`src/rtl/wq_pkg.sv`:
```
package wq_pkg;
  localparam int unsigned WQ_CH_DEF    = 4;
  localparam int unsigned WQ_PEAKS_DEF = 3;
endpackage

```
`src/rtl/wq_offset_win.sv`:
```
module wq_offset_win (
  input  logic clk,
  input  logic rst,
  input  logic en,
  input  logic rd,
  input  logic flag,
  input  logic ovl,
  output logic fault,
  output logic void_o
);
  logic en_q, active, ok, ov;
  logic rise;
  assign rise = en & ~en_q;

  always_ff @(posedge clk) begin
    if (rst) begin
      en_q   <= 1'b0;
      active <= 1'b0;
      ok     <= 1'b0;
      ov     <= 1'b0;
      fault  <= 1'b0;
      void_o <= 1'b1;
    end else begin
      en_q <= en;
      if (rd) begin
        fault  <= active & en & ok & flag & ~(ov | ovl);
        void_o <= ~active | ~en | ov | ovl;
      end
      if (!en) begin
        active <= 1'b0;
      end else if (rd) begin
        active <= 1'b1;
        ok     <= 1'b1;
        ov     <= 1'b0;
      end else if (rise) begin
        active <= 1'b1;
        ok     <= flag;
        ov     <= ovl;
      end else if (active) begin
        ok <= ok & flag;
        ov <= ov | ovl;
      end
    end
  end


  ofs_hold_chk: assert property (@(posedge clk) disable iff (rst)
    !rd |=> ($stable(fault) && $stable(void_o)));

  ofs_ovl_chk: assert property (@(posedge clk) disable iff (rst)
    (rd && ovl) |=> (void_o && !fault));

  ofs_drop_chk: assert property (@(posedge clk) disable iff (rst)
    (rd && !flag) |=> !fault);

  ofs_off_chk: assert property (@(posedge clk) disable iff (rst)
    (rd && !en) |=> (void_o && !fault));
endmodule

```
`src/rtl/wq_load_win.sv`:
```
module wq_load_win #(
  parameter int unsigned PEAK_MIN = 3
) (
  input  logic clk,
  input  logic rst,
  input  logic en,
  input  logic rd,
  input  logic thr_lo,
  input  logic pk_hi,
  input  logic pk_lo,
  input  logic ovl,
  output logic open_o,
  output logic void_o
);
  localparam int unsigned CW = $clog2(PEAK_MIN + 1);
  localparam logic [CW-1:0] CMAX = CW'(PEAK_MIN);

  logic en_q, active, ov, pk_q;
  logic [CW-1:0] cnt, cnt_nx;
  logic pk, edge_w, rise;

  assign pk     = thr_lo ? pk_lo : pk_hi;
  assign edge_w = pk & ~pk_q;
  assign rise   = en & ~en_q;
  assign cnt_nx = (cnt == CMAX) ? cnt : cnt + CW'(edge_w);

  always_ff @(posedge clk) begin
    if (rst) begin
      en_q   <= 1'b0;
      active <= 1'b0;
      ov     <= 1'b0;
      pk_q   <= 1'b0;
      cnt    <= '0;
      open_o <= 1'b0;
      void_o <= 1'b1;
    end else begin
      en_q <= en;
      pk_q <= pk;
      if (rd) begin
        open_o <= active & en & ~(ov | ovl) & (cnt_nx < CMAX);
        void_o <= ~active | ~en | ov | ovl;
      end
      if (!en) begin
        active <= 1'b0;
      end else if (rd) begin
        active <= 1'b1;
        cnt    <= '0;
        ov     <= 1'b0;
      end else if (rise) begin
        active <= 1'b1;
        cnt    <= CW'(edge_w);
        ov     <= ovl;
      end else if (active) begin
        cnt <= cnt_nx;
        ov  <= ov | ovl;
      end
    end
  end


  ac_hold_chk: assert property (@(posedge clk) disable iff (rst)
    !rd |=> ($stable(open_o) && $stable(void_o)));

  ac_ovl_chk: assert property (@(posedge clk) disable iff (rst)
    (rd && ovl) |=> (void_o && !open_o));

  ac_off_chk: assert property (@(posedge clk) disable iff (rst)
    (rd && !en) |=> (void_o && !open_o));

  ac_excl_chk: assert property (@(posedge clk) disable iff (rst)
    open_o |-> !void_o);
endmodule

```
`src/rtl/win_qualifier.sv`:
```
module win_qualifier #(
  parameter int unsigned NUM_CH   = wq_pkg::WQ_CH_DEF,
  parameter int unsigned PEAK_MIN = wq_pkg::WQ_PEAKS_DEF
) (
  input  logic              clk,
  input  logic              rst,
  input  logic              ofs_en,
  input  logic              ac_en,
  input  logic              thr_lo,
  input  logic              rd,
  input  logic [NUM_CH-1:0] ofs_flag,
  input  logic [NUM_CH-1:0] pk_hi,
  input  logic [NUM_CH-1:0] pk_lo,
  input  logic [NUM_CH-1:0] ovl,
  output logic [NUM_CH-1:0] ofs_fault,
  output logic [NUM_CH-1:0] ofs_void,
  output logic [NUM_CH-1:0] ac_open,
  output logic [NUM_CH-1:0] ac_void
);
  for (genvar c = 0; c < NUM_CH; c++) begin : g_ch
    wq_offset_win u_ofs (
      .clk(clk), .rst(rst), .en(ofs_en), .rd(rd),
      .flag(ofs_flag[c]), .ovl(ovl[c]),
      .fault(ofs_fault[c]), .void_o(ofs_void[c])
    );
    wq_load_win #(.PEAK_MIN(PEAK_MIN)) u_ac (
      .clk(clk), .rst(rst), .en(ac_en), .rd(rd), .thr_lo(thr_lo),
      .pk_hi(pk_hi[c]), .pk_lo(pk_lo[c]), .ovl(ovl[c]),
      .open_o(ac_open[c]), .void_o(ac_void[c])
    );
  end
endmodule

```
`config.mk`:
```
export PLATFORM = sky130hd
export DESIGN_NAME = win_qualifier
export DESIGN_NICKNAME = d
export VERILOG_FILES = /design/src/rtl/wq_pkg.sv /design/src/rtl/wq_offset_win.sv /design/src/rtl/wq_load_win.sv /design/src/rtl/win_qualifier.sv
export SDC_FILE = /design/constraint.sdc
export NUM_CORES = 1
export LEC_CHECK = 0
export BUFFER_PORTS_ARGS = -buffer_cell sky130_fd_sc_hd__buf_2
export CORE_ASPECT_RATIO = 1.25
export CORE_MARGIN = 2
export CORE_UTILIZATION = 59
export CTS_CLUSTER_DIAMETER = 80
export DETAILED_ROUTE_END_ITERATION = 16
export PLACE_DENSITY = 0.84
export RECOVER_POWER = 100
export SETUP_SLACK_MARGIN = 0.02
export SYNTH_ARGS = -nofsm -noshare
export SYNTH_HDL_FRONTEND = slang
export SYNTH_SLANG_ARGS = --single-unit
```
`constraint.sdc`:
```
create_clock -name clk -period 5.4 [get_ports clk]
set_input_delay 0.81 -clock clk [delete_from_list [all_inputs] [get_ports clk]]
set_output_delay 0.81 -clock clk [all_outputs]
set_load 0.02 [all_outputs]
```
==> results of run 1 <==
==> worst max path at each step <==
stage	end	cells past startpoint
2_1_floorplan	g_ch[1].u_ac.cnt[0]$_SDFFE_PP0P_	6
3_3_place_gp	g_ch[1].u_ac.cnt[0]$_SDFFE_PP0P_	6
3_5_place_dp	g_ch[2].u_ac.cnt[0]$_SDFFE_PP0P_	6
6_report	g_ch[3].u_ac.open_o$_SDFFE_PP0P_	4
4_1_cts	g_ch[2].u_ac.cnt[0]$_SDFFE_PP0P_	6
5_1_grt	g_ch[1].u_ac.open_o$_SDFFE_PP0P_	4
==> registers in the layout, summed over array words and instances, names as in the netlist, 4 cells and up <==
signal and count:
g_ch.u_ofs.ov 4, g_ch.u_ac.pk_q 4, g_ch.u_ofs.void_o 4, g_ch.u_ac.open_o 4
g_ch.u_ac.void_o 4, g_ch.u_ofs.fault 4, g_ch.u_ac.ov 4, g_ch.u_ofs.ok 4
g_ch.u_ac.cnt 8
==> layout make-up <==
| type | instances | area share (%) |
|---|---|---|
| Clock buffer | 7 | 4.37 |
| Timing Repair Buffer | 37 | 7.37 |
| Sequential cell | 44 | 39.9 |
| Clock inverter | 1 | 1.36 |
| Tap cell | 37 | 2.10 |
| Inverter | 7 | 1.19 |
| Multi-Input combinational cell | 140 | 43.7 |
==> metrics by stage <==
step           setup WS, ns  utilization (%)  cell area (um2)  power, uW  hold slack (ns)
2_1_floorplan          3.13                -             2040        396            0.443
3_3_place_gp           3.17             64.8             2110        415            0.453
3_5_place_dp           3.12             64.8             2110        417            0.456
4_1_cts                3.42             68.7             2230        692            0.469
5_1_grt                2.67             67.8             2210        712            0.510
6_report               2.82             67.8             2210        684            0.469
==> cell usage after synthesis <==
library cell / count
mux2i_1: 4
nand2_2: 1
nand3_1: 4
and2_4: 1
and4b_1: 1
clkbuf_1: 4
buf_4: 17
o32ai_1: 6
buf_2: 3
nor2_1: 15
o21ai_1: 2
or4_1: 6
buf_1: 2
nand3_2: 1
nor4b_1: 4
o221a_2: 4
ha_1: 4
a211oi_1: 1
nor2b_1: 4
or3b_1: 1
a211oi_2: 4
nand4b_1: 4
a32o_1: 6
nand2_1: 8
nor4_1: 2
nand2b_1: 9
a31oi_1: 2
a211o_1: 4
inv_1: 7
and3_1: 2
a21oi_2: 1
and2b_1: 1
dfxtp_1: 44
a22o_1: 4
o21ai_0: 14
nand3b_1: 5
a21oi_1: 15
==> where the power goes <==
| group | internal, uW | switching [uW] |
|---|---|---|
| registers | 335 | 7.64 |
| logic | 27.9 | 38.8 |
| clock network | 163 | 111 |
| total | 527 | 158 |
==> cells by family after synthesis <==
group / count (synthesis)
simple gates: 69
mux: 4
compound gates: 63
fa+ha+maj: 4
flops: 44
buf+inv: 33
==> layer usage <==
layer	vias to the layer above	part of all wire [%]	GRT usage, %	routed length, um
met5	-	0	0	0
met4	0	2.1	9.79	88
met3	8	5.4	6.53	228
met2	49	51	40.8	2190
met1	784	41	24.4	1750
li1	832	-	-	-
==> placed cells by master, fill, tap and decap left out <==
master      n
and2_4      1
a211o_1     4
nand2_1     8
a32o_1      6
buf_2      19
clkbuf_1   18
or4_1       6
nor4_1      2
a31oi_1     2
ha_1        4
nand3_1     5
nand4b_1    4
nand2b_1    9
and2b_1     1
bufinv_16   1
o221a_2     4
or3b_1      1
inv_1       7
a21oi_1    15
and4b_1     1
dfxtp_1    44
a21oi_2     1
o21ai_0    16
o32ai_1     6
and3_1      2
a211oi_1    1
a211oi_2    4
clkbuf_8    7
nand3b_1    5
nor2_1     15
nand2_2     1
nor4b_1     4
nor2b_1     4
mux2i_1     4
a22o_1      4
==> critical path, stage by stage <==
cell and delay [ns]:
clkbuf_1 0.84, nand3_1 0.48, or4_1 0.52, o32ai_1 0.11
==> summary.txt, run 1 <==
status = completed
first-pass GRT wire length = 7170 um
# DRC = 0
Fin. Hold Viols = 0
maximum number of pins on one net before global-route repair = 34
Detailed Place HPWL = 2920 um
Max Clock Freq = 0.388 GHz
RSZ-0062 raised after global routing = false
multi-input combinational cell area = 963 um2
Hold Startpoint = g_ch[2].u_ofs.fault$_SDFFE_PP0P_
Final Non-Filler Cells = 273
Final Cycle Share = 47.7%
TritonCTS clock tree = yes
post-route antenna net violation count = 0
synth top area cells = dfxtp_1 43%, buf_4 6.3%, a21oi_1 3.7%, o21ai_0 3.4%, a32o_1 2.9%
post-synthesis cell area = 2040 um2
multiplexer share of the synthesized area = 1.96%
R2R Path End = g_ch[2].u_ac.cnt[0]$_SDFFE_PP0P_
Hold Path End = g_ch[2].u_ofs.fault$_SDFFE_PP0P_
Post-CTS Setup Bufs = 0
vias in the first global route = 1667
clock-pin slew on the worst setup and hold paths = 0.08 ns
Nets = 261
Final Skew = 0.00442 ns
global-route usage over all layers = 22.8%
flops & latches, synth = 44
syn avg cell area = 9.40 um2
arrival time worst endpoint = 2.78 ns
wire length per cell after detailed routing = 15.6 um
GP Congestion = 0.745
post-placement cell count = 265
Critical Path Fanout Max = 33
post-synthesis adder-cell area fraction = 2.45%
yosys warns = 0
register area share after synthesis = 43.2%
R2R Setup Slk = 4.03 ns
H-tree Lvls = 2
total gr overflow = 0
initial antenna violation count = 0
post-synth top area cell = dfxtp_1
crit path launch = rd
area grow syn2layout = 8.09%
Worst-Margin Slew = 1.42 ns
worst vdd ir = 0.249 mV
ant diodes = 0
drt pass-1 iters = 4
DRT iter0 DRCs = 93
Resized cells post-CTS = 0
Hold Crit Class = reg2reg
# hold bufs at CTS = 0
io pins = 38
Via-to-Cell Ratio = 6.13
Distinct cells, synth = 37
Die H = 69.8 um
share of layout cells above drive strength 1 = 16.1%
Worst setup EP type = flip-flop
Vias = 1673
min Tclk post-route = 2.58 ns
Synth Area in XOR/XNOR = 0%
CTS Buf Count = 5
Crit Path Category = in2reg
Die W = 56.6 um
startpoint types = input pin
sequential cell area = 881 um2
Cell Rows = 23
Setup TNS = 0 ns
final setup vio count = 0
largest family of logic cells by synthesized area = compound AO/OA/AOI/OAI gates
CTS root buffer = clkbuf_8
max cap viols = 0
filler cell count = 274
CP required = 5.60 ns
clk buf depth = 2
R2R cell count = 4
Synth Area in Compound Gates = 22.6%
Die Outline Area = 3950 um2
Clk Latency, worst-skew pair = 0.30 ns
CORE AREA = 3250 um2
Simple-Gate Fraction of Synth Area = 20.4%
worst hold path depth = 2
Synth top area share = 43.2%
count of input and output buffers = 37
Starting Density = 62.8%
Lkg Pwr = 0.000804 uW
syn_nets = 243
clock sink count = 44
Slew HR = 5.42%
Slew Viols, Final = 0
PD cells = 310 nW/um2
worst r2r src = g_ch[2].u_ac.pk_q$_SDFF_PP0_
drt total wl = 4260 um
Mapped Cells = 217
No activity file was read; power rests on OpenSTA's default activity.
==> run 2, diff against run 1 <==
--- a/config.mk
+++ b/config.mk
@@ -8,10 +8,10 @@
 export BUFFER_PORTS_ARGS = -buffer_cell sky130_fd_sc_hd__buf_2
 export CORE_ASPECT_RATIO = 1.25
 export CORE_MARGIN = 2
-export CORE_UTILIZATION = 59
+export CORE_UTILIZATION = 54
 export CTS_CLUSTER_DIAMETER = 80
 export DETAILED_ROUTE_END_ITERATION = 16
-export PLACE_DENSITY = 0.84
+export PLACE_DENSITY = 0.78
 export RECOVER_POWER = 100
 export SETUP_SLACK_MARGIN = 0.02
 export SYNTH_ARGS = -nofsm -noshare
==> constraint.sdc (replaced) <==
create_clock -name clk -period 2.49 [get_ports clk]
set_input_delay 0.3735 -clock clk [delete_from_list [all_inputs] [get_ports clk]]
set_output_delay 0.3735 -clock clk [all_outputs]
set_load 0.02 [all_outputs]
==> summary.txt, run 2 (synthesis gave the netlist of run 1 again) <==
status = finished with violations
failing checks = DRC
clk buf depth = 2 (unchanged)
fin area = 2180 um2 (-1.2%)
power share of the sequential group = 51.8% (+1.7 points)
max cap viols = 0 (unchanged)
Final Skew = 0.00357 ns (-0.000843 ns)
filler cell count = 359 (+31%)
Max Clock Freq = 0.610 GHz
Setup WS pre-CTS = 0.619 ns (-2.50 ns)
setup slack after layout = 0.851 ns (-1.97 ns)
clock sink count = 44 (unchanged)
worst hold path depth = 3 (+1)
GP Congestion = 0.705 (-5.3%)
Clk Latency, worst-skew pair = 0.30 ns (about the same)
area grow syn2layout = 6.74%
total gr overflow = 0 (unchanged)
post-route antenna net violation count = 0 (unchanged)
drt pass-1 iters = 12 (+8)
CP required = 2.69 ns (-2.91 ns)
PD cells = 659 nW/um2 (+110%)
max FFs per register = 8 (unchanged)
count of input and output buffers = 37 (unchanged)
Hold Crit Class = in2reg
Switching Share = 24.5% (+1.5 points)
Fin. Hold Viols = 0 (unchanged)
delay-heaviest family, CP = compound AO/OA/AOI/OAI gates
# DRC = 1 (+1)
Lkg Pwr = 0.000792 uW (-1.5%)
Final Core Density = 59.0% (-8.8 points)
Post-CTS Setup Bufs = 0 (unchanged)
global-route usage over all layers = 21.2% (-1.7 points)
Detailed Place HPWL = 2890 um (-0.88%)
final setup vio count = 0 (unchanged)
H-tree Lvls = 2 (unchanged)
Cell Rows = 25 (+8.7%)
Slew Viols, Final = 0 (unchanged)
Resized cells post-CTS = 0 (unchanged)
Crit Path Category = in2reg
Final Cycle Share = 65.8%
Slew HR = 63.9% (+58 points)
min Tclk post-route = 1.64 ns
Die Outline Area = 4290 um2 (+8.7%)
Max stage delay on crit path = 0.33 ns (-0.51 ns)
first-pass GRT wire length = 6780 um (-5.4%)
Worst path slowest cell = mux2i_1
maximum number of pins on one net before global-route repair = 34 (unchanged)
Levels on crit path = 6 (+2)
io pins = 38 (unchanged)
R2R cell count = 3 (-1)
share of layout cells above drive strength 1 = 14.8% (-1.3 points)
DRT iter0 DRCs = 70 (-25%)
Worst-Margin Slew = 0.542 ns (-0.877 ns)
# hold bufs at CTS = 0 (unchanged)
leading cell type in the layout, fill and taps excluded = dfxtp_1
vias in the first global route = 1507 (-9.6%)
RSZ-0062 raised after global routing = false
initial antenna violation count = 0 (unchanged)
CORE AREA = 3690 um2 (+14%)
CTS Buf Count = 5 (unchanged)
Setup TNS = 0 ns (unchanged)
CTS root buffer = clkbuf_8
combinational share of power = 9.8% (about the same)
CP Buf/Inv Count = 1 (unchanged)
arrival time worst endpoint = 1.84 ns (-0.94 ns)
Die W = 59.0 um (+4.2%)
commonest cells after routing, fill and taps aside = 44 x dfxtp_1, 20 x buf_2, 17 x clkbuf_1
critical path cell sequence = clkbuf_1 -> mux2i_1 -> nor2_1 -> ha_1 -> a211o_1 -> a32o_1
clock-pin slew on the worst setup and hold paths = 0.08 ns (about the same)
Via-to-Cell Ratio = 5.99 (-2.3%)
Vias = 1653 (-1.2%)
startpoint types = input pin
worst vdd ir = 0.449 mV (+80%)
drt total wl = 4170 um (-2.0%)
Net Switching = 353 uW (+120%)
Clock Power Share = 38.4% (-1.7 points)
Top reg by flops = g_ch.u_ac.cnt
Starting Density = 55.3% (-7.5 points)
Critical Path Fanout Max = 4 (-88%)
Worst setup EP type = flip-flop
Die H = 72.7 um (+4.3%)
ant diodes = 0 (unchanged)
TritonCTS clock tree = yes
placed inst area = 2110 um2 (+0.18%)
Nets = 261 (unchanged)
Cell Int Power = 1080 uW (+110%)
wire length per cell after detailed routing = 15.1 um (-3.0%)
==> run 2: cell count changes in the layout (fill, tap and decap cells not counted), sizes merged <==
cell / delta
buf: +1
clkbuf: -3
clkinv: +1
clkinvlp: +1
==> run 2: final cells by class <==
class / instances / area (um2) / area share, %
Clock inverter: 3 / 42.5 / 1.95
Sequential cell: 44 / 881 / 40.4
Timing Repair Buffer: 37 / 164 / 7.52
Tap cell: 40 / 50.0 / 2.30
Inverter: 7 / 26.3 / 1.21
Clock buffer: 5 / 68.8 / 3.16
Multi-Input combinational cell: 140 / 946 / 43.4
==> run 2: power groups by stage <==
stage	Clock [uW]	Sequential, uW	Combinational (uW)
3_3_place_gp	0	759	141
5_1_grt	588	747	159
6_report	551	744	141
4_1_cts	561	744	146
2_1_floorplan	0	756	104
3_5_place_dp	0	760	145
==> run 2: path summary, 6_finish.rpt <==
check | endpoint | slack, ns | from
max | g_ch[2].u_ac.cnt[0]$_SDFFE_PP0P_ | 0.85 | thr_lo
max reg2reg | g_ch[3].u_ac.cnt[1]$_SDFFE_PP0P_ | 1.08 | g_ch[1].u_ac.en_q$_SDFF_PP0_
min | g_ch[1].u_ac.pk_q$_SDFF_PP0_ | 0.34 | pk_hi[1]
min reg2reg | g_ch[3].u_ofs.fault$_SDFFE_PP0P_ | 0.47 | g_ch[3].u_ofs.fault$_SDFFE_PP0P_
==> run 2: worst register-to-register path, delay by kind of cell, from the launching register on <==
family	cells	cell delay (ns)
AND/OR/NAND/NOR	2	0.70
AO/OA/AOI/OAI	1	0.25
flip-flops	1	0.38
==> run 2: metrics by stage <==
| step | total power [uW] | hold slack (ns) | cells |
|---|---|---|---|
| 2_1_floorplan | 860 | 0.443 | 217 |
| 3_3_place_gp | 900 | 0.454 | 268 |
| 3_5_place_dp | 905 | 0.460 | 268 |
| 4_1_cts | 1450 | 0.337 | 276 |
| 5_1_grt | 1490 | 0.362 | 276 |
| 6_report | 1440 | 0.341 | 276 |
==> run 2: per-layer routing <==
layer / share of wire (%) / GRT usage, % / vias to the layer above
met5: 0 / 0 / -
met4: 1.8 / 9.09 / 0
met3: 4.4 / 4.61 / 6
met2: 50 / 35.9 / 47
met1: 44 / 25.4 / 774
li1: - / - / 826
